### src/rtl/dmfifo_pkg.sv
package dmfifo_pkg;
  // Strobes from control to datapath, valid for one clock edge.
  typedef struct packed {
    logic clear;   // zero pointers and output register
    logic write;   // store wrData, advance write pointer
    logic load;    // move mem[rdPtr] into output register, advance read pointer
    logic rewind;  // read pointer back to address zero
  } dpStrobes_t;
endpackage

### src/rtl/dmfifo_datapath.sv
module dmfifo_datapath
  import dmfifo_pkg::*;
#(
  parameter int DATA_W = 36,
  parameter int DEPTH  = 64,
  localparam int ADDR_W = $clog2(DEPTH)
) (
  input  logic              clk,
  input  dpStrobes_t        strb,
  input  logic [DATA_W-1:0] wrData,
  output logic [ADDR_W-1:0] wrPtr,
  output logic [DATA_W-1:0] rdData
);
  logic [DATA_W-1:0] mem [DEPTH];
  logic [ADDR_W-1:0] rdPtr;

  always_ff @(posedge clk) begin
    if (strb.write) mem[wrPtr] <= wrData;
  end

  always_ff @(posedge clk) begin
    if (strb.clear) begin
      wrPtr  <= '0;
      rdPtr  <= '0;
      rdData <= '0;
    end else begin
      if (strb.write) wrPtr <= wrPtr + 1'b1;
      if (strb.rewind) begin
        rdPtr <= '0;
      end else if (strb.load) begin
        rdData <= mem[rdPtr];
        rdPtr  <= rdPtr + 1'b1;
      end
    end
  end

  // control never asks to rewind and load on the same edge
  assert_rewind_excl_R10: assert property (@(posedge clk) disable iff (strb.clear)
    strb.rewind |-> !strb.load);
endmodule

### src/rtl/dmfifo_ctrl.sv
module dmfifo_ctrl
  import dmfifo_pkg::*;
#(
  parameter int DEPTH = 64,
  localparam int ADDR_W = $clog2(DEPTH),
  localparam int CNT_W  = $clog2(DEPTH + 1)
) (
  input  logic              clk,
  input  logic              masterRst,
  input  logic              partialRst,
  input  logic              cfgFwft,
  input  logic              cfgZeroLatRetx,
  input  logic [CNT_W-1:0]  emptyOffset,
  input  logic [CNT_W-1:0]  fullOffset,
  input  logic              wrEn,
  input  logic              rdEn,
  input  logic              retransmit,
  input  logic [ADDR_W-1:0] wrPtr,
  output dpStrobes_t        strb,
  output logic              emptyOrReady,
  output logic              fullOrSpace,
  output logic              halfFull,
  output logic              almostEmpty,
  output logic              almostFull
);
  localparam logic [CNT_W-1:0] FULL_CNT = CNT_W'(DEPTH);
  localparam logic [CNT_W-1:0] HALF_CNT = CNT_W'(DEPTH / 2);

  logic             fwftMode, zeroLat;
  logic [CNT_W-1:0] count, baseCount;
  logic             outReady;
  logic [1:0]       retxWait;
  logic             clear, spaceAvail, stdEmpty;

  always_ff @(posedge clk) begin
    if (masterRst) begin
      fwftMode <= cfgFwft;
      zeroLat  <= cfgZeroLatRetx;
    end
  end

  always_comb begin
    clear      = masterRst || partialRst;
    spaceAvail = (count != FULL_CNT);
    stdEmpty   = (count == '0) || (retxWait != 2'd0);
    strb.clear  = clear;
    strb.write  = wrEn && spaceAvail && !clear;
    strb.rewind = retransmit && !clear;
    if (fwftMode)
      strb.load = !clear && !retransmit && (count != '0) && (retxWait <= 2'd1) &&
                  (!outReady || rdEn);
    else
      strb.load = !clear && !retransmit && rdEn && !stdEmpty;
    baseCount = retransmit ? CNT_W'(wrPtr) : count;
  end

  always_ff @(posedge clk) begin
    if (clear) begin
      count    <= '0;
      outReady <= 1'b0;
      retxWait <= 2'd0;
    end else begin
      count <= baseCount + CNT_W'(strb.write) - CNT_W'(strb.load);
      if (retransmit)                outReady <= 1'b0;
      else if (strb.load && fwftMode) outReady <= 1'b1;
      else if (rdEn && outReady)      outReady <= 1'b0;
      if (retransmit)                retxWait <= zeroLat ? 2'd1 : 2'd2;
      else if (retxWait != 2'd0)     retxWait <= retxWait - 2'd1;
    end
  end

  always_comb begin
    emptyOrReady = fwftMode ? outReady : stdEmpty;
    fullOrSpace  = fwftMode ? spaceAvail : !spaceAvail;
    halfFull     = count > HALF_CNT;
    almostEmpty  = count < emptyOffset;
    almostFull   = (FULL_CNT - count) <= fullOffset;
  end

  // the stored count never passes the depth
  assert_no_overflow_R5: assert property (@(posedge clk) disable iff (masterRst)
    count <= FULL_CNT);
  // the cycle after a retransmit reports no readable word
  assert_retx_flag_R10: assert property (@(posedge clk) disable iff (masterRst || partialRst)
    retransmit |=> (fwftMode ? !outReady : emptyOrReady));
  // output-ready only rises in FWFT mode from a non-empty memory
  assert_fwft_ready_R3: assert property (@(posedge clk) disable iff (masterRst || partialRst)
    $rose(outReady) |-> (fwftMode && $past(count) != '0));
  // partial reset leaves the mode alone
  assert_mode_hold_R1: assert property (@(posedge clk) disable iff (masterRst)
    partialRst |=> $stable(fwftMode));
endmodule

### src/rtl/dmfifo_top.sv
module dmfifo_top
  import dmfifo_pkg::*;
#(
  parameter int DATA_W = 36,
  parameter int DEPTH  = 64,
  localparam int ADDR_W = $clog2(DEPTH),
  localparam int CNT_W  = $clog2(DEPTH + 1)
) (
  input  logic              clk,
  input  logic              masterRst,
  input  logic              partialRst,
  input  logic              cfgFwft,
  input  logic              cfgZeroLatRetx,
  input  logic [CNT_W-1:0]  emptyOffset,
  input  logic [CNT_W-1:0]  fullOffset,
  input  logic              wrEn,
  input  logic [DATA_W-1:0] wrData,
  input  logic              rdEn,
  input  logic              retransmit,
  output logic [DATA_W-1:0] rdData,
  output logic              emptyOrReady,
  output logic              fullOrSpace,
  output logic              halfFull,
  output logic              almostEmpty,
  output logic              almostFull
);
  dpStrobes_t        strb;
  logic [ADDR_W-1:0] wrPtr;

  dmfifo_ctrl #(.DEPTH(DEPTH)) u_ctrl (
    .clk, .masterRst, .partialRst, .cfgFwft, .cfgZeroLatRetx,
    .emptyOffset, .fullOffset, .wrEn, .rdEn, .retransmit, .wrPtr,
    .strb, .emptyOrReady, .fullOrSpace, .halfFull, .almostEmpty, .almostFull
  );

  dmfifo_datapath #(.DATA_W(DATA_W), .DEPTH(DEPTH)) u_dp (
    .clk, .strb, .wrData, .wrPtr, .rdData
  );
endmodule

### config.mk
export PLATFORM = sky130hd
export DESIGN_NAME = dmfifo_top
export DESIGN_NICKNAME = d
export VERILOG_FILES = /design/src/rtl/dmfifo_pkg.sv /design/src/rtl/dmfifo_datapath.sv /design/src/rtl/dmfifo_ctrl.sv /design/src/rtl/dmfifo_top.sv
export SDC_FILE = /design/constraint.sdc
export NUM_CORES = 2
export LEC_CHECK = 0
export ABC_CLOCK_PERIOD_IN_PS = 7300
export BUFFER_PORTS_ARGS = -buffer_cell sky130_fd_sc_hd__buf_2
export CORE_AREA = 2 2 477 384
export CTS_CLUSTER_DIAMETER = 100
export DETAILED_ROUTE_END_ITERATION = 6
export DIE_AREA = 0 0 479 386
export GPL_ROUTABILITY_DRIVEN = 1
export PLACE_DENSITY_LB_ADDON = 0.15
export REMOVE_ABC_BUFFERS = 1
export SYNTH_ARGS = -nofsm -noshare
export SYNTH_HDL_FRONTEND = slang
export SYNTH_HIERARCHICAL = 1
export SYNTH_SLANG_ARGS = --single-unit
### constraint.sdc
create_clock -name clk -period 7.3 [get_ports clk]
set_input_delay 1.825 -clock clk [delete_from_list [all_inputs] [get_ports clk]]
set_output_delay 1.825 -clock clk [all_outputs]
set_load 0.03 [all_outputs]
# Yosys cells after proc, flatten, opt, wreduce, memory -nomap -nowiden
# Memory sizes are Yosys's and may differ from the RTL's. A register that Yosys moved wholly into a read port is not among the register bits.
# Index checks and enable logic that the tools add are counted.
# totals
register_bits,24
ramBits,2304
in_bits,58
out_inout_bits,41
wordCells,58
n_memories,1
# memory_table
name,words,width,read_ports,rd_ports_with_merged_regs,wr,line,text
u_dp.mem,64,36,1,1,1,dmfifo_datapath.sv:14,logic [DATA_W-1:0] mem [DEPTH];
# op_classes
n_addsub,6
magnitude_cmp,4
n_eq_ne,1
mux,11
bitwise,1
reduce_logical,27
# ops
cell,n
$add A6 B1 Y6 const B,2
$logic_and A1 B1 Y1,11
$add A7 B1 Y7,1
$gt A7 B6 Y1 const B,1
$le A7 B7 Y1,1
$logic_not A7 Y1,1
$lt A7 B7 Y1,1
$mux W1,7
$mux W7,1
$ne A7 B7 Y1 const B,1
$reduce_bool A7 Y1,1
$sub A7 B1 Y7,1
$sub A7 B7 Y7 const A,1
$mux W2,3
$reduce_bool A2 Y1,3
$logic_not A1 Y1,5
$reduce_or A2 Y1,2
$logic_or A1 B1 Y1,3
$le A2 B1 Y1 const B,1
$reduce_and A2 Y1,1
$sub A2 B1 Y2 const B,1
$not A1 Y1,1

# Logic depth before layout (Yosys ltp)
# logic_depth
depth_word,9
depth_mapped,13
mapped_depth_nobuf,13

# Modules after synthesis
# Netlist, hierarchy kept.
# by_module_without_submodules
mod,n_inst,cells_each,area_per_inst_um2,seq_area_each_um2
dmfifo_datapath,1,4125,90120.2,70147.3
dmfifo_ctrl,1,160,1310.0,260.2

# Least setup slack after synthesis
# OpenSTA, ideal clock, no wires.
# synth_path
path_kind,input to register
start,input port partialRst
end,memory u_dp.mem[39][0] (enable)
setup_ns,0.532
arrival_ns,6.698
required_ns,6.768
slack_ns,0.070
stages,5
path_buffers,1
path_cell_list,nor2_2 -> and3_1 -> clkbuf_1 -> nand4_1 -> nor4b_1
# synth_lines
item,line,text
start: declaration,dmfifo_top.sv:11,"input logic partialRst,"
end: declaration,dmfifo_datapath.sv:14,

# Worst setup path after layout
# layout_path
start,register u_ctrl.count[0]
end,output port almostFull
# layout_between
elab_chain_len,2
# layout_lines
item,line,text
start: declaration,dmfifo_ctrl.sv:30,"logic [CNT_W-1:0] count, baseCount;"
start signal: assignment,dmfifo_ctrl.sv:63,count <= baseCount + CNT_W'(strb.write) - CNT_W'(strb.load);
$sub A7 B7 Y7,dmfifo_ctrl.sv:77,almostFull = (FULL_CNT - count) <= fullOffset;
$le A7 B7 Y1,dmfifo_ctrl.sv:77,
end: declaration,dmfifo_top.sv:25,output logic almostFull
# No other way between the ends.

==> key figures <==
Timing
  • Worst relative slew slack: 0.0812
  • Post-route setup TNS: 0 ns
  • Final setup vio count: 0
  • Tightest Pin Transition: about 1.4 ns
  • Post-layout min period: 5.00 ns
  • Period Utilization, post-route: 0.685
  • Max Slew Vio Count: 0
  • Peak Freq: 0.200 GHz
  • Clock Skews: 0.0548 ns
  • Hold Violations, Final: 0
  • Unrepaired setup endpoints after global routing: no

Worst setup path
  • CP Cell Sequence: inv_1, ha_1, or4b_4, nor2_4, xor2_1, ha_1, a21oi_1, nand2b_1, o21ai_0, buf_2
  • Slowest CP cell: or4b_4
  • Critical Path RT: 5.48 ns
  • Worst r2r src: u_ctrl/count[0]
  • Worst path arrival time: 3.18 ns
  • Setup crit end kind: primary output
  • Setup crit start: u_ctrl/count[0]
  • CP startpoint kind: flip-flop
  • FF-to-FF path depth: 11
  • Reg-to-reg setup timing slack: 3.15 ns
  • Crit Path Max Fanout: 4
  • CP Buf/Inv Count: 2
  • CP Depth: 10
  • Type of the worst setup path: reg2out
  • CP dominant cell by count: ha_1
  • Worst setup endpoint: almostFull
  • Worst R2R End: u_dp/mem[34][2]
  • CP peak stage delay: 0.53 ns
  • Top delay family on crit path: simple AND/OR/NAND/NOR gates

Clock network
  • Register clock-pin slew on the reported worst setup and hold paths: 0.06 ns
  • Skew-Pair Late Insertion Delay: 0.86 ns
  • Clock root cell: clkbuf_16
  • CTS max path bufs: 3
  • TritonCTS clock tree: yes
  • Post-CTS setup buffers: 0
  • Resized cells post-CTS: 0
  • # clock sinks: 2364
  • Clock H-tree levels: 4
  • Post-CTS Hold Fix Bufs: 0
  • Total CTS buffers: 220

Global routing
  • First-pass GRT wire length: 340000 microns
  • M3 GR Usage: 0.0643
  • GRT Max-Usage Layer: met1
  • Total grt overflow: 0
  • Met2 Use GR: 0.378
  • Largest net degree at the start of global routing: between 100 and 150
  • Number of global-route vias before repair: 43374
  • Initial antenna violation count: 24
  • All-layer global routing usage: 0.261
  • Met1 Track Usage GR: 0.407

Yosys
  • Register area share after synthesis: 0.770
  • Post-synth top area cell: edfxtp_1
  • Number of flops mapped to enable cells by yosys: ~2300
  • Yosys top cell area share: 0.757
  • Ys flop type: edfxtp_1
  • Yosys reg bits: roughly 2400
  • Post-Synth Simple-Gate Area: 0.0176
  • Post-Synth Adder-Cell Area: 0.00364
  • Ys Warns: 6
  • Cells after Synth: 4285
  • Main combinational cell family by area after synthesis: multiplexers
  • Mapped Area: approximately 90000 sq um
  • Synth async-reset ratio: 0
  • Synth cell types: 72
  • Synth Area in XOR/XNOR: 0.00163
  • Area contributors post-synth: edfxtp_1 (76%), mux4_2 (12%), mux2i_1 (3.7%)
  • Mux cell area share after synthesis: 0.158
  • Post-synthesis compound-gate area fraction: 0.0331
  • Synth cell count leaders: edfxtp_1 (2306), mux4_2 (477), mux2i_1 (337)
  • Most numerous cell in the Yosys netlist: edfxtp_1
  • Mean Syn Cell Area: 21.3 sq um

Detailed routing
  • Initial DRC count: 6644
  • Residual DRC: 6
  • Vias: 45388
  • DR pass1 iterations: 7
  • WL final: 240000 microns
  • WL/cell: 33.7 microns
  • Drt via density: about 6.4
  • Antenna-violating nets left: 0

Layout
  • Final core occ: 0.568
  • Final instance area: 103000 sq um
  • Fillcell total: 13330
  • Ratio of cells with drive above 1 in the final layout: 0.249
  • Final net count: approximately 4600
  • Layout area overhead: 12.2%

Floorplanning
  • Die ar.: 185000 sq um
  • Chip width: around 480 microns
  • Initial Util: 0.506
  • I/O Pins: a little under 100
  • Chip Height: around 390 microns
  • Core box area: 181000 sq um
  • FP Rows: 140

Min path
  • HP Class: reg2reg

Power and ir drop
  • Net Switching: 5270 uW
  • Power Total: 26600 uW
  • Lkg Pwr: 0.0309 uW
  • Max IR drop VDD: approximately 230 uV
  • Combinational power share: 0.014
  • Pint: 21400 uW
  • Clk pwr share: 0.427
  • Switching Fraction: 0.198
  • PD cells: 260 nW/um^2
  • Seq pwr share: 0.559

Place
  • Port Buffers: 98
  • Area after DPL: 95500 sq um
  • Routability cong.: 0.864
  • Post-DP HPWL: 145000 microns

Outcome
  • Status: finished, violations left
  • Violated checks: DRC

Job
  • Max cap viols: 0
-- worst min-delay path: cells and delay by family, from the launching register on --
family             cells  cell delay [ns]
AOI/OAI and AO/OA      1             0.07
DFF                    1             0.33
and+or+nand+nor        1             0.06
-- flip-flops by register name, summed over array words and instances, names as in the netlist --
signal / flops
u_ctrl/fwftMode: 1
u_dp/mem: 2304
u_ctrl/zeroLat: 1
u_ctrl/outReady: 1
u_ctrl/count: 7
u_dp/rdData: 36
u_dp/wrPtr: 6
u_dp/rdPtr: 6
u_ctrl/retxWait: 2
-- cell usage in the layout (no fill, tap or decap), drive strengths merged, types with 13 or more instances in the layout --
master,synthesis,final
clkinv,1,97
mux4,477,477
mux2,28,28
o221ai,19,19
clkbuf,88,277
a22oi,46,46
a221oi,38,38
nand3,16,16
o211ai,30,30
nor2b,26,26
a21oi,48,48
nand2,87,87
nor2,142,142
a211oi,44,44
buf,156,258
o22ai,38,38
o21ai,60,60
inv,28,35
ha,25,25
mux2i,337,337
bufinv,0,22
edfxtp,2306,2306
a211o,18,18
a221o,24,24
a31oi,13,13
dfxtp,58,58
-- power by group through the flow --
stage / sequential [uW] / clock [uW] / combinational [uW]
2_1_floorplan: 15200 / 0 / 73.5
3_3_place_gp: 15200 / 0 / 362
3_5_place_dp: 15200 / 0 / 372
4_1_cts: 14900 / 11500 / 371
5_1_grt: 14900 / 12100 / 395
6_report: 14900 / 11400 / 371
-- cell type report --
type	instances	area, sq um	share of cell area
timing repair buffer	258	1850	0.0181
clock buffer	277	5820	0.0568
clock inverter	130	1270	0.0124
antenna	7	17.5	0.000171
tap	2414	3020	0.0294
inverter	29	111	0.00109
sequential	2364	70400	0.686
multi-input combinational	1648	20100	0.196
-- routing by layer --
layer	wire, microns	share of wire
met5	13	0.000054
met3	25600	0.11
met2	106000	0.44
met4	3550	0.015
met1	104000	0.43
-- logic make-up after synthesis --
logic type / Yosys count
adders and majority gates: 26
AOI/OAI and AO/OA: 420
xor gates and xnor gates: 17
muxes: 842
buffers and inverters: 273
DFF: 2364
and+or+nand+nor: 343
-- through the flow --
| stage | hold slack (ns) | instances | setup WS, ns |
|---|---|---|---|
| 3_5_place_dp | 0.516 | 6712 | 1.99 |
| 3_3_place_gp | 0.514 | 6712 | 2.04 |
| 2_1_floorplan | 0.471 | 4041 | -21.44 |
| 6_report | 0.523 | 7127 | 2.30 |
| 4_1_cts | 0.525 | 7119 | 2.23 |
| 5_1_grt | 0.546 | 7124 | 2.07 |
-- worst min path at each step --
stage / startpoint / to / slack [ns] / cells past startpoint
after global routing: u_dp/rdData[33] / u_dp/rdData[33] / 0.55 / 2
after floorplan: u_ctrl/zeroLat / u_ctrl/retxWait[0] / 0.47 / 2
after detailed placement: u_dp/rdData[33] / u_dp/rdData[33] / 0.52 / 2
after global placement: u_dp/rdData[33] / u_dp/rdData[33] / 0.51 / 2
after CTS: u_dp/rdData[33] / u_dp/rdData[33] / 0.52 / 2
final: u_dp/rdData[3] / u_dp/rdData[3] / 0.52 / 2
Note: power is estimated with default switching activity, not from simulation.
